[config.mk]
export PLATFORM = sky130hd
export DESIGN_NAME = periodic_timer
export DESIGN_NICKNAME = d
export VERILOG_FILES = /design/src/rtl/ptmr_pkg.sv /design/src/rtl/ptmr_regs.sv /design/src/rtl/ptmr_prescaler.sv /design/src/rtl/ptmr_counter.sv /design/src/rtl/periodic_timer.sv
export SDC_FILE = /design/constraint.sdc
export NUM_CORES = 1
export LEC_CHECK = 0
export ABC_CLOCK_PERIOD_IN_PS = 3500
export BUFFER_PORTS_ARGS = -buffer_cell sky130_fd_sc_hd__buf_2
export CELL_PAD_IN_SITES_DETAIL_PLACEMENT = 0
export CELL_PAD_IN_SITES_GLOBAL_PLACEMENT = 1
export CORE_AREA = 2 2 110 112
export DETAILED_ROUTE_END_ITERATION = 8
export DIE_AREA = 0 0 112 114
export GPL_ROUTABILITY_DRIVEN = 0
export HOLD_SLACK_MARGIN = 0.05
export PLACE_DENSITY_LB_ADDON = 0.1
export SLEW_MARGIN = 10
export SYNTH_ARGS = -nofsm -noshare
export SYNTH_HDL_FRONTEND = slang
export SYNTH_HIERARCHICAL = 1
export SYNTH_SLANG_ARGS = --single-unit
[constraint.sdc]
create_clock -name clk -period 3.5 [get_ports clk]
set_input_delay 0.7 -clock clk [delete_from_list [all_inputs] [get_ports clk]]
set_output_delay 0.7 -clock clk [all_outputs]
set_load 0.03 [all_outputs]
[src/rtl/ptmr_pkg.sv]
package ptmr_pkg;

    localparam int CTRL_W = 5;

    typedef enum logic [1:0] {
        A_LOAD  = 2'd0,
        A_VALUE = 2'd1,
        A_CTRL  = 2'd2,
        A_STAT  = 2'd3
    } ptmr_addr_e;

    typedef enum logic [1:0] {
        SC_DIV1     = 2'd0,
        SC_DIV_MID  = 2'd1,
        SC_DIV_HIGH = 2'd2,
        SC_DIV1_ALT = 2'd3
    } ptmr_scale_e;

    // bit 0 run, bit 1 periodic, bit 2 irq enable, bits 4:3 prescale
    typedef struct packed {
        logic [1:0] scale;
        logic       irq_en;
        logic       periodic;
        logic       run;
    } ptmr_ctrl_t;

endpackage

[src/rtl/ptmr_regs.sv]
module ptmr_regs
    import ptmr_pkg::*;
#(
    parameter int DW = 32
) (
    input  logic          clk,
    input  logic          rst_n,
    input  logic          wr_en,
    input  logic [1:0]    addr,
    input  logic [DW-1:0] wdata,
    input  logic [DW-1:0] value_i,
    input  logic          pend_i,
    input  logic          irq_i,
    output logic [DW-1:0] load_o,
    output ptmr_ctrl_t    ctrl_o,
    output logic          ctrl_wr_o,
    output logic          val_wr_o,
    output logic          clr_o,
    output logic [DW-1:0] rdata_o
);

    typedef struct packed {
        logic [DW-1:0] load;
        ptmr_ctrl_t    ctrl;
    } regs_t;

    regs_t q, d;

    always_comb begin
        d = q;
        ctrl_wr_o = wr_en && (addr == A_CTRL);
        val_wr_o  = wr_en && (addr == A_VALUE);
        clr_o     = wr_en && (addr == A_STAT);
        if (wr_en && (addr == A_LOAD)) d.load = wdata;
        if (ctrl_wr_o)                 d.ctrl = ptmr_ctrl_t'(wdata[CTRL_W-1:0]);

        rdata_o = '0;
        case (ptmr_addr_e'(addr))
            A_LOAD:  rdata_o = q.load;
            A_VALUE: rdata_o = value_i;
            A_CTRL:  rdata_o[CTRL_W-1:0] = q.ctrl;
            default: begin
                rdata_o[0] = pend_i;
                rdata_o[1] = irq_i;
            end
        endcase
    end

    always_ff @(posedge clk or negedge rst_n) begin
        if (!rst_n) q <= '0;
        else        q <= d;
    end

    assign load_o = q.load;
    assign ctrl_o = q.ctrl;

    AST_LOAD_ONLY_BY_WRITE: assert property (@(posedge clk) disable iff (!rst_n)
        !(wr_en && addr == A_LOAD) |=> $stable(load_o));

endmodule

[src/rtl/ptmr_prescaler.sv]
module ptmr_prescaler
    import ptmr_pkg::*;
#(
    parameter int DIV_MID  = 16,
    parameter int DIV_HIGH = 256
) (
    input  logic       clk,
    input  logic       rst_n,
    input  logic       tick_en,
    input  logic       run_i,
    input  logic [1:0] scale_i,
    input  logic       restart_i,
    output logic       pretick_o
);

    localparam int PW = (DIV_HIGH > 2) ? $clog2(DIV_HIGH) : 1;
    localparam logic [PW-1:0] LIM_MID  = PW'(DIV_MID - 1);
    localparam logic [PW-1:0] LIM_HIGH = PW'(DIV_HIGH - 1);

    typedef struct packed {
        logic [PW-1:0] pcnt;
    } pre_t;

    pre_t q, d;
    logic [PW-1:0] lim;

    always_comb begin
        d = q;
        case (ptmr_scale_e'(scale_i))
            SC_DIV_MID:  lim = LIM_MID;
            SC_DIV_HIGH: lim = LIM_HIGH;
            default:     lim = '0;
        endcase
        pretick_o = tick_en && run_i && (q.pcnt == lim);
        if (restart_i || !run_i) d.pcnt = '0;
        else if (tick_en)        d.pcnt = pretick_o ? '0 : q.pcnt + 1'b1;
    end

    always_ff @(posedge clk or negedge rst_n) begin
        if (!rst_n) q <= '0;
        else        q <= d;
    end

    AST_PRESCALE_RESTART: assert property (@(posedge clk) disable iff (!rst_n)
        (restart_i || !run_i) |=> (q.pcnt == '0));

    AST_PRESCALE_IDLE_HOLD: assert property (@(posedge clk) disable iff (!rst_n)
        (!tick_en && !restart_i && run_i) |=> $stable(q.pcnt));

endmodule

[src/rtl/ptmr_counter.sv]
module ptmr_counter #(
    parameter int DW = 32
) (
    input  logic          clk,
    input  logic          rst_n,
    input  logic          pretick_i,
    input  logic          run_i,
    input  logic          periodic_i,
    input  logic [DW-1:0] load_i,
    input  logic          val_wr_i,
    input  logic [DW-1:0] wdata_i,
    input  logic          clr_i,
    output logic [DW-1:0] value_o,
    output logic          pend_o
);

    typedef struct packed {
        logic [DW-1:0] value;
        logic          pending;
    } cnt_t;

    cnt_t q, d;
    logic hit;

    always_comb begin
        d   = q;
        hit = pretick_i && (q.value == '0);
        if (val_wr_i)       d.value = wdata_i;
        else if (pretick_i) d.value = hit ? (periodic_i ? load_i : '0) : q.value - 1'b1;
        d.pending = hit || (q.pending && !clr_i);
    end

    always_ff @(posedge clk or negedge rst_n) begin
        if (!rst_n) q <= '0;
        else        q <= d;
    end

    assign value_o = q.value;
    assign pend_o  = q.pending;

    AST_DEC_BY_ONE: assert property (@(posedge clk) disable iff (!rst_n)
        (pretick_i && value_o != '0 && !val_wr_i) |=> (value_o == $past(value_o) - 1'b1));

    AST_PERIODIC_RELOAD: assert property (@(posedge clk) disable iff (!rst_n)
        (pretick_i && value_o == '0 && periodic_i && !val_wr_i) |=> (value_o == $past(load_i)));

    AST_ZERO_SETS_PEND: assert property (@(posedge clk) disable iff (!rst_n)
        (pretick_i && value_o == '0) |=> pend_o);

    AST_CLEAR_PEND: assert property (@(posedge clk) disable iff (!rst_n)
        (clr_i && !(pretick_i && value_o == '0)) |=> !pend_o);

    AST_ONESHOT_HOLD: assert property (@(posedge clk) disable iff (!rst_n)
        (pretick_i && value_o == '0 && !periodic_i && !val_wr_i) |=> (value_o == '0));

    AST_STOPPED_HOLD: assert property (@(posedge clk) disable iff (!rst_n)
        (!run_i && !val_wr_i) |=> $stable(value_o));

    AST_WRITE_WINS: assert property (@(posedge clk) disable iff (!rst_n)
        val_wr_i |=> (value_o == $past(wdata_i)));

endmodule

[src/rtl/periodic_timer.sv]
module periodic_timer
    import ptmr_pkg::*;
#(
    parameter int DW       = 32,
    parameter int DIV_MID  = 16,
    parameter int DIV_HIGH = 256
) (
    input  logic          clk,
    input  logic          rst_n,
    input  logic          tick_en,
    input  logic          bus_wr,
    input  logic [1:0]    bus_addr,
    input  logic [DW-1:0] bus_wdata,
    output logic [DW-1:0] bus_rdata,
    output logic          irq
);

    logic [DW-1:0] load_w, value_w;
    ptmr_ctrl_t    ctrl_w;
    logic          ctrl_wr_w, val_wr_w, clr_w, pend_w, pretick_w;

    ptmr_regs #(.DW(DW)) u_regs (
        .clk       (clk),
        .rst_n     (rst_n),
        .wr_en     (bus_wr),
        .addr      (bus_addr),
        .wdata     (bus_wdata),
        .value_i   (value_w),
        .pend_i    (pend_w),
        .irq_i     (irq),
        .load_o    (load_w),
        .ctrl_o    (ctrl_w),
        .ctrl_wr_o (ctrl_wr_w),
        .val_wr_o  (val_wr_w),
        .clr_o     (clr_w),
        .rdata_o   (bus_rdata)
    );

    ptmr_prescaler #(.DIV_MID(DIV_MID), .DIV_HIGH(DIV_HIGH)) u_pre (
        .clk       (clk),
        .rst_n     (rst_n),
        .tick_en   (tick_en),
        .run_i     (ctrl_w.run),
        .scale_i   (ctrl_w.scale),
        .restart_i (ctrl_wr_w),
        .pretick_o (pretick_w)
    );

    ptmr_counter #(.DW(DW)) u_cnt (
        .clk        (clk),
        .rst_n      (rst_n),
        .pretick_i  (pretick_w),
        .run_i      (ctrl_w.run),
        .periodic_i (ctrl_w.periodic),
        .load_i     (load_w),
        .val_wr_i   (val_wr_w),
        .wdata_i    (bus_wdata),
        .clr_i      (clr_w),
        .value_o    (value_w),
        .pend_o     (pend_w)
    );

    assign irq = pend_w && ctrl_w.irq_en;

    AST_IRQ_NEEDS_PEND: assert property (@(posedge clk) disable iff (!rst_n)
        irq |-> pend_w);

    AST_RELOAD_WRITE_KEEPS_COUNT: assert property (@(posedge clk) disable iff (!rst_n)
        (bus_wr && bus_addr == 2'd0 && !pretick_w) |=> $stable(value_w));

endmodule

After elaboration in Yosys (flattened, before gate mapping)
Index checks and enable logic that the tools add are counted.
{"block": "classes", "add_sub_neg": 2, "n_eq_ne": 6, "n_mux": 11, "n_reduce_logical": 17}
{"op": "32-bit two-way mux", "count": 4}
{"op": "27-bit one-hot mux with 2 select lines", "count": 1}
{"op": "32-bit logical NOT", "count": 1}
{"op": "32-bit by 1-bit subtractor with 32-bit output, second input constant", "count": 1}
{"op": "8-bit two-way mux", "count": 3}
{"op": "8-bit one-hot mux with 2 select lines", "count": 1}
{"op": "1-bit logical AND", "count": 9}
{"op": "3-bit one-hot mux with 3 select lines", "count": 1}
{"op": "8-bit by 1-bit adder with 8-bit output, second input constant", "count": 1}
{"op": "8-bit == test", "count": 1}
{"op": "2-bit == test, second input constant", "count": 3}
{"op": "2-bit one-hot mux with 3 select lines", "count": 1}
{"op": "2-bit by 1-bit == test with 1-bit output, second input constant", "count": 2}
{"op": "2-bit nonzero test", "count": 2}
{"op": "1-bit logical NOT", "count": 2}
{"op": "2-bit logical NOT", "count": 1}
{"op": "1-bit logical OR", "count": 2}
{"block": "word_totals", "ff_bits": 78, "inputBits": 38, "output_inout_bits": 33, "elab_cells": 44}

Longest topological paths before layout
{"block": "depth", "depth_word": 8, "mapped_depth": 11}

Modules after synthesis
Netlist, hierarchy kept.
{"module": "ptmr_counter", "n_inst": 1, "cells_each": 295, "area_per_inst_um2": 2434.8, "seq_area_each_um2": 825.8}
{"module": "ptmr_regs", "n_inst": 1, "cells_each": 154, "area_per_inst_um2": 1945.6, "seq_area_each_um2": 925.9}
{"module": "ptmr_prescaler", "n_inst": 1, "cells_each": 57, "area_per_inst_um2": 530.5, "seq_area_each_um2": 200.2}
{"module": "periodic_timer", "n_inst": 1, "cells_each": 1, "area_per_inst_um2": 6.3, "seq_area_each_um2": 0.0}

Worst setup path before layout
No wires, ideal clock.
{"block": "synth_timing", "path_kind": "in2reg", "from": "in tick_en", "to": "reg u_cnt.q (netlist bit u_cnt/value_o[24])", "setup_time_ns": 0.125, "arrival_ns": 2.302, "required_time_ns": 3.375, "setup_slack_ns": 1.073, "path_stages": 8, "path_buffers": 1, "path_cell_list": "nand4b_1 o22a_2 nor2_1 and4b_1 clkbuf_1 a21oi_1 mux2_1 mux2_2"}
{"block": "synth_between", "elab_chain_cells": 6}
{"element": "start, declared", "line_no": "periodic_timer.sv:10", "rtl": "input logic tick_en,"}
{"element": "1-bit logical AND * (2 in a row)", "line_no": "ptmr_prescaler.sv:34", "rtl": "pretick_o = tick_en && run_i && (q.pcnt == lim);"}
{"element": "named net pretick_w", "line_no": "periodic_timer.sv:20", "rtl": "logic ctrl_wr_w, val_wr_w, clr_w, pend_w, pretick_w;"}
{"element": "1-bit logical AND", "line_no": "ptmr_counter.sv:27", "rtl": "hit = pretick_i && (q.value == '0);"}
{"element": "32-bit two-way mux (2 in a row)", "line_no": "ptmr_counter.sv:29", "rtl": "else if (pretick_i) d.value = hit ? (periodic_i ? load_i : '0) : q.value - 1'b1;"}
{"element": "32-bit two-way mux", "line_no": "ptmr_counter.sv:28", "rtl": "if (val_wr_i) d.value = wdata_i;"}
{"element": "end signal, assigned", "line_no": "ptmr_counter.sv:34", "rtl": "if (!rst_n) q <= '0;"}
{"element": "end signal, assigned", "line_no": "ptmr_counter.sv:35", "rtl": "else q <= d;"}
{"element": "end, declared", "line_no": "ptmr_counter.sv:22", "rtl": "cnt_t q, d;"}
The timed path passes the listed nets; every way through them passes the cells marked *. The select of a mux whose other input is x is not followed.
A chain may end at the register's enable or synchronous reset.

Worst setup path after layout
{"block": "layout_timing", "from": "in bus_addr[0]", "to": "out bus_rdata[23]"}
{"block": "layout_between", "elab_chain_cells": 2}
{"element": "start, declared", "line_no": "periodic_timer.sv:12", "rtl": "input logic [1:0] bus_addr,"}
{"element": "2-bit by 1-bit == test with 1-bit output / 2-bit logical NOT (equally long branches)", "line_no": "ptmr_regs.sv:38", "rtl": "case (ptmr_addr_e'(addr))"}
{"element": "27-bit one-hot mux with 2 select lines *", "line_no": "ptmr_regs.sv:38"}
{"element": "end, declared", "line_no": "periodic_timer.sv:14", "rtl": "output logic [DW-1:0] bus_rdata,"}
Every way passes the cells marked *; elsewhere a longest branch is shown, timed or not.

==> out/metrics.yaml <==
outcome: "complete, no violations"
die-width_um: 112
switching_share_pct: 36.9
antenna_cells: 0
p_int_w: 0.00227
ir_worst_vdd_mv: 0.336
syn_avg_cell_area_um2: 9.70
max_stage_delay_ns: 0.50
finalSetupTns_ns: 0
die_h_um: 114
fin_crit_ns: 2.87
core_region_area_mm2: 0.0117
rows: 40
grt.total_usage_pct: 22.5
path_cells: "buf_2 > buf_4 > mux2i_1 > nor2_1 > buf_2"
power_switching_w: 0.00133
grt_max_degree: 79
cts_tree: "built"
hold_path_class: "in2async"
startpoint_type: "input pin"
critPathCaptureType: "output port"
ant_nets: 0
die_area_mm2: 0.0128
route.vias.total: 4175
grt-ovfl-total: 0
clockPowerShare_pct: 28.7
ys_ff_latch: 78
maxSlewHeadroom_pct: 32.0
drt_iter0_drc: 222
report.final.slew_viol_count: 0
cellPowerDensity_mw_per_mm2: 627
synthArstFlopShare_pct: 100
nNetsFinal: 613
final_area_mm2: 0.00574
place_hpwl_um: 9610
synth_seq_area_share_pct: 39.7
ctsResizeCount: 0
required_ns: 2.80
timing.fmax_mhz: 349
crit_fanout: 23
grt_use_met2_pct: 36.7
synth.area.top_cells: "dfrtp_1 (40%), mux2_2 (8.5%), mux2i_1 (6.5%), nor2_1 (4.3%), a21oi_1 (3.5%)"
layout_worst_path_cycle_share_pct: 82.0
yosys_warnings: 6
wl_per_cell_um: 19.1
postCtsSetupBuffers: 0
clock-sinks: 78
cts.reportedPaths.clkPinSlew_ns: 0.06
post-route-worst-setup-slack_ns: 0.632
cp_common_cell: "buf_2"
p_comb_share_pct: 31.3
clock_latency_ns: 0.34
post-route-drc-count: 0
yosysTopAreaCell: "dfrtp_1"
p_seq_share_pct: 40.0
skew_ns: 0.00632
root_buffer: "clkbuf_16"
arrival_ns: 2.17
first_pass_iters: 7
grt.met3_usage_pct: 3.03
p_leak_nw: 2.46
synth_flop_cell: "dfrtp_1"
synth_top_area_share_pct: 39.7
clk_path_buf_depth: 2
worst_pin_slew_ns: 1.02
crit_path_top_delay_cell: "buf_2"
hold_viol: 0
port_buffers: 70
synthCells: 507
syn-cell-area_mm2: 0.00492
cts_buffers: 9
setup_violations: 0
synth-edff-count: 0
wl_um: 13800
viasPerCell: 5.77
pre_cts_slack_ns: 0.565
syn_to_final_growth_pct: 16.7
hold_buffers: 0
gr-max-usage-layer: "met2"
synth_cell_types: 65
grt_pass1_wl_um: 22900
place_area_mm2: 0.00542
io_pins: 71
antenna_found_initial: 0
critPathKind: "in2out"
gr-usage-met1_pct: 31.2
maxCapViolations: 0
drive_gt1_share_pct: 28.0
ctsHtreeMaxLevel: 3
synth_fp_nets: 548
start_util_pct: 42.0
grt_pass1_vias: 4220
rsz0062_at_grt: "no"
registers in the layout, indices dropped and copies added (netlist names):
name	cells
u_regs/load_o	32
u_cnt/value_o	32
u_cnt/pend_o	1
u_pre/q	8
u_regs/ctrl_o	5
kinds of logic after synthesis:
kind of cell             synth area share, %
XOR/XNOR                                3.38
multiplexers                            16.6
buffers and inverters                   3.89
flip-flops                              39.7
adder cells (fa/ha/maj)                0.763
AND/OR/NAND/NOR                         20.6
AO/OA/AOI/OAI                           15.1
Yosys cell counts (3+ instances only):
cell / instances
a31oi_1: 14
nand2_1: 36
nand3b_1: 3
buf_6: 4
and3_1: 17
o2bb2ai_1: 3
mux2_2: 37
nand3_1: 5
clkbuf_1: 13
nor4_2: 3
o21ai_0: 14
nor2b_1: 3
buf_2: 9
o211ai_1: 6
ha_1: 3
nand4b_1: 3
xor2_1: 10
inv_1: 6
a21oi_1: 34
or3_1: 9
o21ai_1: 10
mux2i_1: 32
a2bb2oi_1: 3
nor3_1: 10
dfrtp_1: 78
nor2_1: 56
mux2_1: 3
a221o_1: 3
nand4_1: 9
xnor2_1: 9
nand2b_1: 4
a22oi_1: 3
nor4_1: 6
o31ai_1: 7
layout by cell type (no fill, tap or decap), types with 10 or more instances in the layout:
master,synthesis,layout
dfrtp_1,78,78
buf_2,9,69
nor2_1,56,55
mux2_2,37,37
nand2_1,36,36
a21oi_1,34,34
mux2i_1,32,32
and3_1,17,17
buf_4,2,14
o21ai_0,14,14
a31oi_1,14,14
xor2_1,10,10
o21ai_1,10,10
stage by stage:
| step | total power (W) | std cells | util [%] | hold WS (ns) |
|---|---|---|---|---|
| after CTS | 0.00363 | 723 | 49.0 | 0.535 |
| after detailed placement | 0.00258 | 708 | 46.3 | 0.521 |
| after floorplan | 0.00222 | 507 | - | 0.404 |
| final | 0.00360 | 723 | 49.0 | 0.531 |
| after global placement | 0.00258 | 708 | 46.3 | 0.509 |
| after global routing | 0.00383 | 723 | 49.0 | 0.545 |
cell type report:
cell class	instances	area [um^2]
multi-input combinational	391	2780
clock buffer	11	253
inverter	8	30.0
fill	1143	5970
timing repair buffer	84	470
sequential	78	1950
clock inverter	4	70.1
tap	147	184
power groups by stage:
stage / sequential (W) / combinational [W] / clock, W
CTS: 0.00144 / 0.00114 / 0.00105
global route: 0.00148 / 0.00125 / 0.00109
detailed placement: 0.00145 / 0.00113 / 0
global placement: 0.00146 / 0.00112 / 0
finish: 0.00144 / 0.00113 / 0.00103
floorplan: 0.00135 / 0.000872 / 0
worst paths after layout:
check	startpoint	end	slack [ns]	cells after the start
worst max-delay path	bus_addr[0]	bus_rdata[23]	0.63	5
worst min-delay path	rst_n	u_regs/load_o[6]	0.53	1
worst max register to register	u_regs/ctrl_o[3]	u_cnt/value_o[21]	0.67	10
worst min register to register	u_regs/ctrl_o[2]	u_regs/ctrl_o[2]	0.53	1
max in group asynchronous	rst_n	u_cnt/value_o[23]	2.31	1
min in group clk	u_regs/ctrl_o[2]	u_regs/ctrl_o[2]	0.53	1
critical path, delay by kind of cell:
| kind | cells | cell delay (ns) |
|---|---|---|
| buffers and inverters | 3 | 1.13 |
| muxes | 1 | 0.26 |
| and+or+nand+nor | 1 | 0.07 |
routing by layer:
metal | vias up | routed length, um
li1 | 2014 | -
met1 | 2037 | 6470
met2 | 104 | 6470
met3 | 20 | 545
met4 | 0 | 291
met5 | - | 0
Note: power is estimated with default switching activity, not from simulation.
